## src/rtl/pdot_pkg.sv

```systemverilog
package pdot_pkg;
    localparam int HALF_W = 16;
    localparam int WORD_W = 2 * HALF_W;
    localparam int PROD_W = 2 * HALF_W;
    localparam int LANES  = WORD_W / HALF_W;

    typedef enum logic [2:0] {
        ST_IDLE,
        ST_ISSUE,
        ST_DRAIN,
        ST_MERGE,
        ST_WRITE,
        ST_DONE
    } pdot_state_e;
endpackage

```

## src/rtl/pdot_ctrl.sv

```systemverilog
module pdot_ctrl
    import pdot_pkg::*;
#(
    parameter int AW    = 10,
    parameter int LEN_W = 10
) (
    input  logic          clk,
    input  logic          rst_n,
    input  logic          start_i,
    input  logic [LEN_W-1:0] len_i,
    input  logic [AW-1:0] coef_base_i,
    input  logic [AW-1:0] data_base_i,
    input  logic [AW-1:0] res_addr_i,
    input  logic          pipe_busy_i,
    output logic          issue_o,
    output logic [AW-1:0] coef_addr_o,
    output logic [AW-1:0] data_addr_o,
    output logic          acc_clr_o,
    output logic          merge_o,
    output logic          wr_en_o,
    output logic [AW-1:0] wr_addr_o,
    output logic          done_o,
    output logic          busy_o
);
    localparam logic [LEN_W-1:0] ONE = LEN_W'(1);

    pdot_state_e state_q, state_d;
    logic [LEN_W-1:0] pairs_left_q;
    logic [LEN_W-1:0] pairs_req;
    logic [AW-1:0]    cptr_q, dptr_q, raddr_q;

    assign pairs_req = len_i >> 1;

    // state register
    always_ff @(posedge clk or negedge rst_n) begin
        if (!rst_n) state_q <= ST_IDLE;
        else        state_q <= state_d;
    end

    // next state
    always_comb begin
        state_d = state_q;
        unique case (state_q)
            ST_IDLE:  if (start_i) state_d = (pairs_req == '0) ? ST_DRAIN : ST_ISSUE;
            ST_ISSUE: if (pairs_left_q == ONE) state_d = ST_DRAIN;
            ST_DRAIN: if (!pipe_busy_i) state_d = ST_MERGE;
            ST_MERGE: state_d = ST_WRITE;
            ST_WRITE: state_d = ST_DONE;
            ST_DONE:  state_d = ST_IDLE;
            default:  state_d = ST_IDLE;
        endcase
    end

    // outputs
    always_comb begin
        issue_o   = 1'b0;
        acc_clr_o = 1'b0;
        merge_o   = 1'b0;
        wr_en_o   = 1'b0;
        done_o    = 1'b0;
        busy_o    = 1'b1;
        unique case (state_q)
            ST_IDLE: begin
                busy_o    = 1'b0;
                acc_clr_o = start_i;
            end
            ST_ISSUE: issue_o = 1'b1;
            ST_DRAIN: ;
            ST_MERGE: merge_o = 1'b1;
            ST_WRITE: wr_en_o = 1'b1;
            ST_DONE:  done_o  = 1'b1;
            default:  busy_o  = 1'b0;
        endcase
    end

    // job registers: pair counter and pointers
    always_ff @(posedge clk or negedge rst_n) begin
        if (!rst_n) begin
            pairs_left_q <= '0;
            cptr_q       <= '0;
            dptr_q       <= '0;
            raddr_q      <= '0;
        end else if (state_q == ST_IDLE && start_i) begin
            pairs_left_q <= pairs_req;
            cptr_q       <= coef_base_i;
            dptr_q       <= data_base_i;
            raddr_q      <= res_addr_i;
        end else if (state_q == ST_ISSUE) begin
            pairs_left_q <= pairs_left_q - ONE;
            cptr_q       <= cptr_q + AW'(1);
            dptr_q       <= dptr_q + AW'(1);
        end
    end

    assign coef_addr_o = cptr_q;
    assign data_addr_o = dptr_q;
    assign wr_addr_o   = raddr_q;
endmodule

```

## src/rtl/pdot_rd_track.sv

```systemverilog
module pdot_rd_track #(
    parameter int RD_LAT  = 4,
    parameter int MUL_LAT = 1
) (
    input  logic clk,
    input  logic rst_n,
    input  logic issue_i,
    output logic acc_en_o,
    output logic busy_o
);
    localparam int DEPTH = RD_LAT + MUL_LAT;

    logic [DEPTH-1:0] vld_q;

    always_ff @(posedge clk or negedge rst_n) begin
        if (!rst_n) vld_q <= '0;
        else        vld_q <= {vld_q[DEPTH-2:0], issue_i};
    end

    assign acc_en_o = vld_q[DEPTH-1];
    assign busy_o   = |vld_q;
endmodule

```

## src/rtl/pdot_mac_lane.sv

```systemverilog
module pdot_mac_lane
    import pdot_pkg::*;
#(
    parameter int ACC_W   = 32,
    parameter int MUL_LAT = 1
) (
    input  logic                    clk,
    input  logic                    rst_n,
    input  logic [HALF_W-1:0]       coef_i,
    input  logic [HALF_W-1:0]       data_i,
    input  logic                    acc_clr_i,
    input  logic                    acc_en_i,
    output logic signed [ACC_W-1:0] acc_o
);
    logic signed [HALF_W-1:0] a_s, x_s;
    logic signed [PROD_W-1:0] prod_d;
    logic signed [PROD_W-1:0] stg_q [MUL_LAT];
    logic signed [ACC_W-1:0]  acc_q;

    assign a_s    = $signed(coef_i);
    assign x_s    = $signed(data_i);
    assign prod_d = a_s * x_s;

    always_ff @(posedge clk or negedge rst_n) begin
        if (!rst_n) stg_q[0] <= '0;
        else        stg_q[0] <= prod_d;
    end

    for (genvar s = 1; s < MUL_LAT; s++) begin : g_stage
        always_ff @(posedge clk or negedge rst_n) begin
            if (!rst_n) stg_q[s] <= '0;
            else        stg_q[s] <= stg_q[s-1];
        end
    end

    always_ff @(posedge clk or negedge rst_n) begin
        if (!rst_n)         acc_q <= '0;
        else if (acc_clr_i) acc_q <= '0;
        else if (acc_en_i)  acc_q <= acc_q + ACC_W'(stg_q[MUL_LAT-1]);
    end

    assign acc_o = acc_q;
endmodule

```

## src/rtl/pdot_engine.sv

```systemverilog
module pdot_engine
    import pdot_pkg::*;
#(
    parameter int AW      = 10,
    parameter int LEN_W   = 10,
    parameter int RD_LAT  = 4,
    parameter int MUL_LAT = 1,
    parameter int ACC_W   = 32
) (
    input  logic              clk,
    input  logic              rst_n,
    input  logic              start_i,
    input  logic [LEN_W-1:0]  len_i,
    input  logic [AW-1:0]     coef_base_i,
    input  logic [AW-1:0]     data_base_i,
    input  logic [AW-1:0]     res_addr_i,
    output logic              coef_rd_en_o,
    output logic [AW-1:0]     coef_rd_addr_o,
    input  logic [31:0]       coef_rd_data_i,
    output logic              data_rd_en_o,
    output logic [AW-1:0]     data_rd_addr_o,
    input  logic [31:0]       data_rd_data_i,
    output logic              res_wr_en_o,
    output logic [AW-1:0]     res_wr_addr_o,
    output logic [15:0]       res_wr_data_o,
    output logic              busy_o,
    output logic              done_o
);
    logic issue, acc_clr, merge, pipe_busy, acc_en;
    logic signed [ACC_W-1:0] lane_acc [LANES];
    logic [HALF_W-1:0] res_q;

    pdot_ctrl #(.AW(AW), .LEN_W(LEN_W)) u_ctrl (
        .clk         (clk),
        .rst_n       (rst_n),
        .start_i     (start_i),
        .len_i       (len_i),
        .coef_base_i (coef_base_i),
        .data_base_i (data_base_i),
        .res_addr_i  (res_addr_i),
        .pipe_busy_i (pipe_busy),
        .issue_o     (issue),
        .coef_addr_o (coef_rd_addr_o),
        .data_addr_o (data_rd_addr_o),
        .acc_clr_o   (acc_clr),
        .merge_o     (merge),
        .wr_en_o     (res_wr_en_o),
        .wr_addr_o   (res_wr_addr_o),
        .done_o      (done_o),
        .busy_o      (busy_o)
    );

    pdot_rd_track #(.RD_LAT(RD_LAT), .MUL_LAT(MUL_LAT)) u_track (
        .clk      (clk),
        .rst_n    (rst_n),
        .issue_i  (issue),
        .acc_en_o (acc_en),
        .busy_o   (pipe_busy)
    );

    // lane 0 = low halves (even sum), lane 1 = high halves (odd sum)
    for (genvar g = 0; g < LANES; g++) begin : g_lane
        pdot_mac_lane #(.ACC_W(ACC_W), .MUL_LAT(MUL_LAT)) u_lane (
            .clk       (clk),
            .rst_n     (rst_n),
            .coef_i    (coef_rd_data_i[g*HALF_W +: HALF_W]),
            .data_i    (data_rd_data_i[g*HALF_W +: HALF_W]),
            .acc_clr_i (acc_clr),
            .acc_en_i  (acc_en),
            .acc_o     (lane_acc[g])
        );
    end

    always_ff @(posedge clk or negedge rst_n) begin
        if (!rst_n)     res_q <= '0;
        else if (merge) res_q <= HALF_W'(lane_acc[0] + lane_acc[1]);
    end

    assign coef_rd_en_o  = issue;
    assign data_rd_en_o  = issue;
    assign res_wr_data_o = res_q;
endmodule

```

## config.mk

```make
export PLATFORM = sky130hd
export DESIGN_NAME = pdot_engine
export DESIGN_NICKNAME = d
export VERILOG_FILES = /design/src/rtl/pdot_pkg.sv /design/src/rtl/pdot_ctrl.sv /design/src/rtl/pdot_rd_track.sv /design/src/rtl/pdot_mac_lane.sv /design/src/rtl/pdot_engine.sv
export SDC_FILE = /design/constraint.sdc
export NUM_CORES = 1
export LEC_CHECK = 0
export BUFFER_PORTS_ARGS = -buffer_cell sky130_fd_sc_hd__buf_2
export CAP_MARGIN = 0
export CELL_PAD_IN_SITES_DETAIL_PLACEMENT = 1
export CELL_PAD_IN_SITES_GLOBAL_PLACEMENT = 2
export CORE_UTILIZATION = 41
export DETAILED_ROUTE_END_ITERATION = 8
export MAX_ROUTING_LAYER = met4
export PLACE_DENSITY_LB_ADDON = 0.1
export SLEW_MARGIN = 30
export SYNTH_ARGS = -nofsm -noshare
export SYNTH_HDL_FRONTEND = slang
export SYNTH_SLANG_ARGS = --single-unit
```

## constraint.sdc

```tcl
create_clock -name clk -period 6.5 [get_ports clk]
set_clock_uncertainty 0.2 [all_clocks]
set_input_delay 0.975 -clock clk [delete_from_list [all_inputs] [get_ports clk]]
set_output_delay 0.975 -clock clk [all_outputs]
set_load 0.03 [all_outputs]
```

# ---- Word level (Yosys, flattened, before mapping)
# Cells that the tools add are included.
dict set report classes {
  addsub 6
  mul 2
  eq_ne 9
  mux 21
  n_reduce_logical 8
}
# op n
set op_table {}
lappend op_table {{32-bit two-way mux} 4}
lappend op_table {{32-bit adder} 2}
lappend op_table {{16-bit by 16-bit multiplier with 32-bit output} 2}
lappend op_table {{10-bit two-way mux} 6}
lappend op_table {{10-bit by 1-bit adder with 10-bit output (second input constant)} 2}
lappend op_table {{16-bit adder} 1}
lappend op_table {{3-bit case mux with 5 select lines} 1}
lappend op_table {{10-bit by 1-bit == test with 1-bit output (second input constant)} 1}
lappend op_table {{10-bit logical NOT} 1}
lappend op_table {{5-bit OR reduction} 2}
lappend op_table {{10-bit by 1-bit subtractor with 10-bit output (second input constant)} 1}
lappend op_table {{3-bit two-way mux} 3}
lappend op_table {{3-bit by 2-bit == test with 1-bit output (second input constant)} 2}
lappend op_table {{3-bit == test (second input constant)} 2}
lappend op_table {{1-bit two-way mux} 6}
lappend op_table {{2-bit != test (second input constant)} 2}
lappend op_table {{2-bit nonzero test} 2}
lappend op_table {{3-bit by 1-bit == test with 1-bit output (second input constant)} 1}
lappend op_table {{3-bit logical NOT} 1}
lappend op_table {{3-bit AND reduction} 1}
lappend op_table {{2-bit two-way mux} 1}
lappend op_table {{2-bit by 1-bit != test with 1-bit output (second input constant)} 1}
lappend op_table {{1-bit logical AND} 1}
dict set report totals {
  reg_bits 192
  in_bits 107
  output_inout_bits 51
  word_cells 57
}

# ---- Longest topological paths before layout
dict set report depth {
  depth_word 4
  mapped_depth 21
  ltp_nobuf 20
}

# ---- Modules after synthesis
# Synthesis repeated with hierarchy kept, for this count alone.
dict set report unflattened {
  cells_unflattened 3316
  hier_area_um2 30894.6
}
# module n_inst cells_each area_per_inst_um2 seq_area_each_um2
set modules_own_cells {}
lappend modules_own_cells {{pdot_mac_lane at g_lane[0].u_lane} 1 1460 13551.7 1601.5}
lappend modules_own_cells {{pdot_mac_lane at g_lane[1].u_lane} 1 1437 13495.4 1601.5}
lappend modules_own_cells {pdot_ctrl 1 255 2298.5 1076.0}
lappend modules_own_cells {pdot_engine 1 156 1411.4 400.4}
lappend modules_own_cells {pdot_rd_track 1 8 137.6 125.1}

# ---- Worst setup path before layout
# Ideal clock, no wire load.
dict set report synth_path {
  path_kind {input port to flip-flop}
  startpoint {input data_rd_data_i[3]}
  endpoint {register g_lane[0].u_lane.stg_q[15] (netlist name)}
  setup_time_ps 134
  t_arrival_ps 5595
  required_time_ps 6166
  setup_slack_ps 571
  stages 18
  path_buffers 1
  cell_sequence {clkbuf_1 -> and2_1 -> fa_1 -> inv_1 -> fa_1 -> inv_1 -> fa_1 -> inv_1 -> fa_1 -> fa_1 -> fa_1 -> inv_1 -> ha_1 -> and2_1 -> o21ai_0 -> o21ai_0 -> o41ai_1 -> xnor2_1}
}
dict set report synth_via {
  elab_chain_cells 1
}
# element line_no
set synth_lines {}
lappend synth_lines {{start: declaration} pdot_engine.sv:22} ;# input logic [31:0] data_rd_data_i,
lappend synth_lines {{16-bit by 16-bit multiplier with 32-bit output} pdot_mac_lane.sv:22} ;# assign prod_d = a_s * x_s;
lappend synth_lines {{named net g_lane[0].u_lane.prod_d[15]} pdot_mac_lane.sv:16} ;# logic signed [PROD_W-1:0] prod_d;
lappend synth_lines {{end: declaration} pdot_mac_lane.sv:17} ;# logic signed [PROD_W-1:0] stg_q [MUL_LAT];
# The timed path passes the listed nets, and every way through them passes these cells.
# A chain may end at the register's enable or synchronous reset.

# ---- Worst setup path after layout
dict set report layout_path {
  startpoint {input coef_rd_data_i[7]}
  endpoint {register g_lane[0].u_lane.stg_q[15] (netlist name)}
}
dict set report layout_via {
  elab_chain_cells 1
}
# element line_no
set layout_lines {}
lappend layout_lines {{start: declaration} pdot_engine.sv:19} ;# input logic [31:0] coef_rd_data_i,
lappend layout_lines {{16-bit by 16-bit multiplier with 32-bit output} pdot_mac_lane.sv:22}
lappend layout_lines {{named net g_lane[0].u_lane.prod_d[15]} pdot_mac_lane.sv:16}
# The timed path passes the listed nets, and every way through them passes these cells.

==> flow_summary.ini <==
[critical_path]
worst-setup-path-type = in -> reg
cpPeakStageDelay_ns = 0.55
cp-end-kind = register
required_ns = 6.64
worstPathArrival_ns = 5.93
path_cells = buf_2 -> and2_1 -> fa_1 -> inv_1 -> fa_1 -> inv_1 -> fa_1 -> fa_1 -> inv_1 -> fa_1 -> fa_1 -> xor2_1 -> xnor2_1 -> xnor2_1 -> xnor2_1 -> xnor2_1 -> xnor2_1 -> buf_4 -> xnor2_1
worst_path_max_delay_cell = fa_1
worst-path-max-fanout = 9
start_kind = input pin
rr_worst_depth = 9

[sta]
grt_setup_unrepaired = false
period_needed_ns = 5.79
maxSlewViolCount = 0
finalHoldViolCount = 0
min_period_over_period_pct = 89.1
setup_viol = 0
final.setup.worst_slack_ns = 0.707
tns_ns = 0
worstMarginPinSlew_ns = 0.673
slew_headroom_pct = 55.2
hold_slack_ns = 0.166
fmax_mhz = 173

[min_path]
hold_depth = 0
min_path_type = reg -> reg

[detailed_routing]
drt_iter0_drc = 286
ant_nets = 0
vias_per_cell = 5.08
firstDrtPassIters = 4
routed_wirelength_microns = 39100
wire_per_inst_microns = 16.7
drc = 0
num_vias = 11874

[power]
swShare_pct = 45.8
power_frac_comb_pct = 71.8
power_switching_mw = 3.79
p_total_mw = 8.26
p_clk_share_pct = 12.9
p_seq_share_pct = 15.3
p_leak_nw = 8.61
ir_drop_mv = 0.323
p_int_mw = 4.47
power_density_nw_per_um2 = 482

[floorplanning]
core_sq_um = 36600
io-pin-count = 158
start_util_pct = 41.6
dieArea_sq_um = 38000
rows = 70
die_w_microns = 195
fp.dieH_microns = 195

[yosys]
ys_warn_count = 0
syn_area_per_cell_sq_um = 8.80
synth.largest_area_cell = fa_1
synth_seq_cells = 128
synth_edf_count = 0
synth_top_flop_cell = dfrtp_1
ys_seq_area_share_pct = 21.0
synth_fp_nets = 2171
async_flop_share_pct = 100
syn_area_sq_um = 15200
ys_types = 67
synthTopCellsByArea = fa_1 (21%), dfrtp_1 (21%), ha_1 (14%)
syn_inst = 1732
synth_top_area_share_pct = 21.1

[placement]
dpl.hpwl_microns = 31000
finalWeightedCongestion = 0.826
pre_cts_ws_ns = 0.250
portBuffers = 156

[cts]
postCtsResizedCells = 0
cts_setup_buffers = 0
hold_buffers = 0
cts_buffers = 17
cts_tree = yes
cts.htree.levels = 4
clock_latency_ns = 0.43
cts_buffer_depth = 2
cts.sinks = 128
cts-root-buf = clkbuf_16
clk_pin_slew_ns = 0.06

[grt]
antenna_found_initial = 0
grt_pass1_vias = 12735
overflow = 0
track_usage_pct = 22.2
grt_max_degree = 73
grt_pass1_wl_microns = 64900

[finish]
final_layout_size_suffix_gt1_share_pct = 11.3
diodes = 0
num-fill-cells = 4400
nNetsFinal = 2297
final_core_util_pct = 46.8
ff_latch_area_sq_um = 3200
area_growth_pct = 12.4
mostFrequentLayoutCells = inv_1 (278), nand2_1 (262), ha_1 (171)
final_common_cell = inv_1
multi_input_comb_area_sq_um = 10800

[status]
status = finished clean

[flow_run]
cap_viol_max_count = 0
==> critical path, delay by kind of cell <==
| kind | cells | cell delay [ns] |
|---|---|---|
| and+or+nand+nor | 1 | 0.21 |
| adders and majority gates | 6 | 3.06 |
| buffers and inverters | 5 | 0.53 |
| xor gates and xnor gates | 7 | 1.14 |
==> synthesized netlist by cell type, types with 3 or more instances <==
cell and n:
o41ai_1 4, buf_1 4, o211ai_1 6, fa_1 161, and3_1 4, and4_1 3, a21o_1 9, nand2_1 262
nor2b_1 12, clkbuf_1 51, o31ai_1 8, nor3_1 30, a21oi_1 37, inv_1 278, o2111ai_1 3, nor4_1 3
a221o_1 6, or2_2 3, nor2_1 91, o21a_1 16, o21bai_1 3, dfrtp_1 128, and2_1 131, o311ai_0 5
or3_1 7, a31o_2 3, mux2i_1 19, xor2_1 31, o21ai_1 13, ha_1 171, nand2b_1 8, xnor2_1 95
nand3_1 24, a31oi_1 11, nor3b_1 4, a211oi_1 6, o21ai_0 39, o22ai_1 3, nand4_1 8
==> flip-flops by register name, indices dropped and copies added (netlist names) <==
register             flops
g_lane.u_lane.acc_o     32
g_lane.u_lane.stg_q     32
res_wr_data_o           16
u_ctrl.coef_addr_o      10
u_ctrl.data_addr_o      10
u_ctrl.pairs_left_q     10
u_ctrl.wr_addr_o        10
u_track.vld_q            5
u_ctrl.state_q           3
==> per-stage QoR <==
step	std cells	instance area [sq um]
2_1_floorplan	1732	15200
3_3_place_gp	2307	16500
3_5_place_dp	2307	16500
4_1_cts	2339	17100
5_1_grt	2339	17100
6_report	2339	17100
==> kinds of logic after synthesis <==
group / Yosys count / synth area share [%]
compound gates: 190 / 8.36
simple gates: 598 / 18.5
xor+xnor: 126 / 7.24
buf+inv: 337 / 8.33
mux: 21 / 1.40
fa+ha+maj: 332 / 35.2
flops: 128 / 21.0
==> routing by layer <==
metal	part of all wire (%)	GRT usage [%]
met4	2.4	7.06
met1	47	28.2
met2	48	37.1
met5	0	-
met3	2.6	2.31
==> power by group through the flow <==
stage / Clock (mW) / Combinational (mW) / Sequential (mW)
5_1_grt: 1.13 / 6.78 / 1.29
3_3_place_gp: 0 / 5.82 / 1.28
6_report: 1.07 / 5.93 / 1.26
4_1_cts: 1.10 / 6.03 / 1.27
3_5_place_dp: 0 / 5.97 / 1.28
2_1_floorplan: 0 / 4.63 / 1.17
==> final cells by class <==
type,count,area share [%]
clock inverters,13,1.23
repair buffers,164,4.97
clock buffers,19,2.64
well taps,468,3.42
multi-input cells,1267,62.9
inverters,280,6.14
flip-flops and latches,128,18.7
==> final timing paths <==
kind                                                        from                                     end  slack, ns
max in group asynchronous                                  rst_n    g_lane[1].u_lane.stg_q[14]$_DFF_PN0_       4.74
max reg2reg                g_lane[0].u_lane.acc_o[4]$_DFFE_PN0P_  g_lane[0].u_lane.acc_o[15]$_DFFE_PN0P_       3.50
min                                   u_track.vld_q[2]$_DFF_PN0_              u_track.vld_q[3]$_DFF_PN0_       0.17
min in group asynchronous                                  rst_n           res_wr_data_o[15]$_DFFE_PN0P_       0.30
max                                            coef_rd_data_i[7]    g_lane[0].u_lane.stg_q[15]$_DFF_PN0_       0.71
min reg2reg                           u_track.vld_q[2]$_DFF_PN0_              u_track.vld_q[3]$_DFF_PN0_       0.17
No activity file was read; power rests on OpenSTA's default activity.
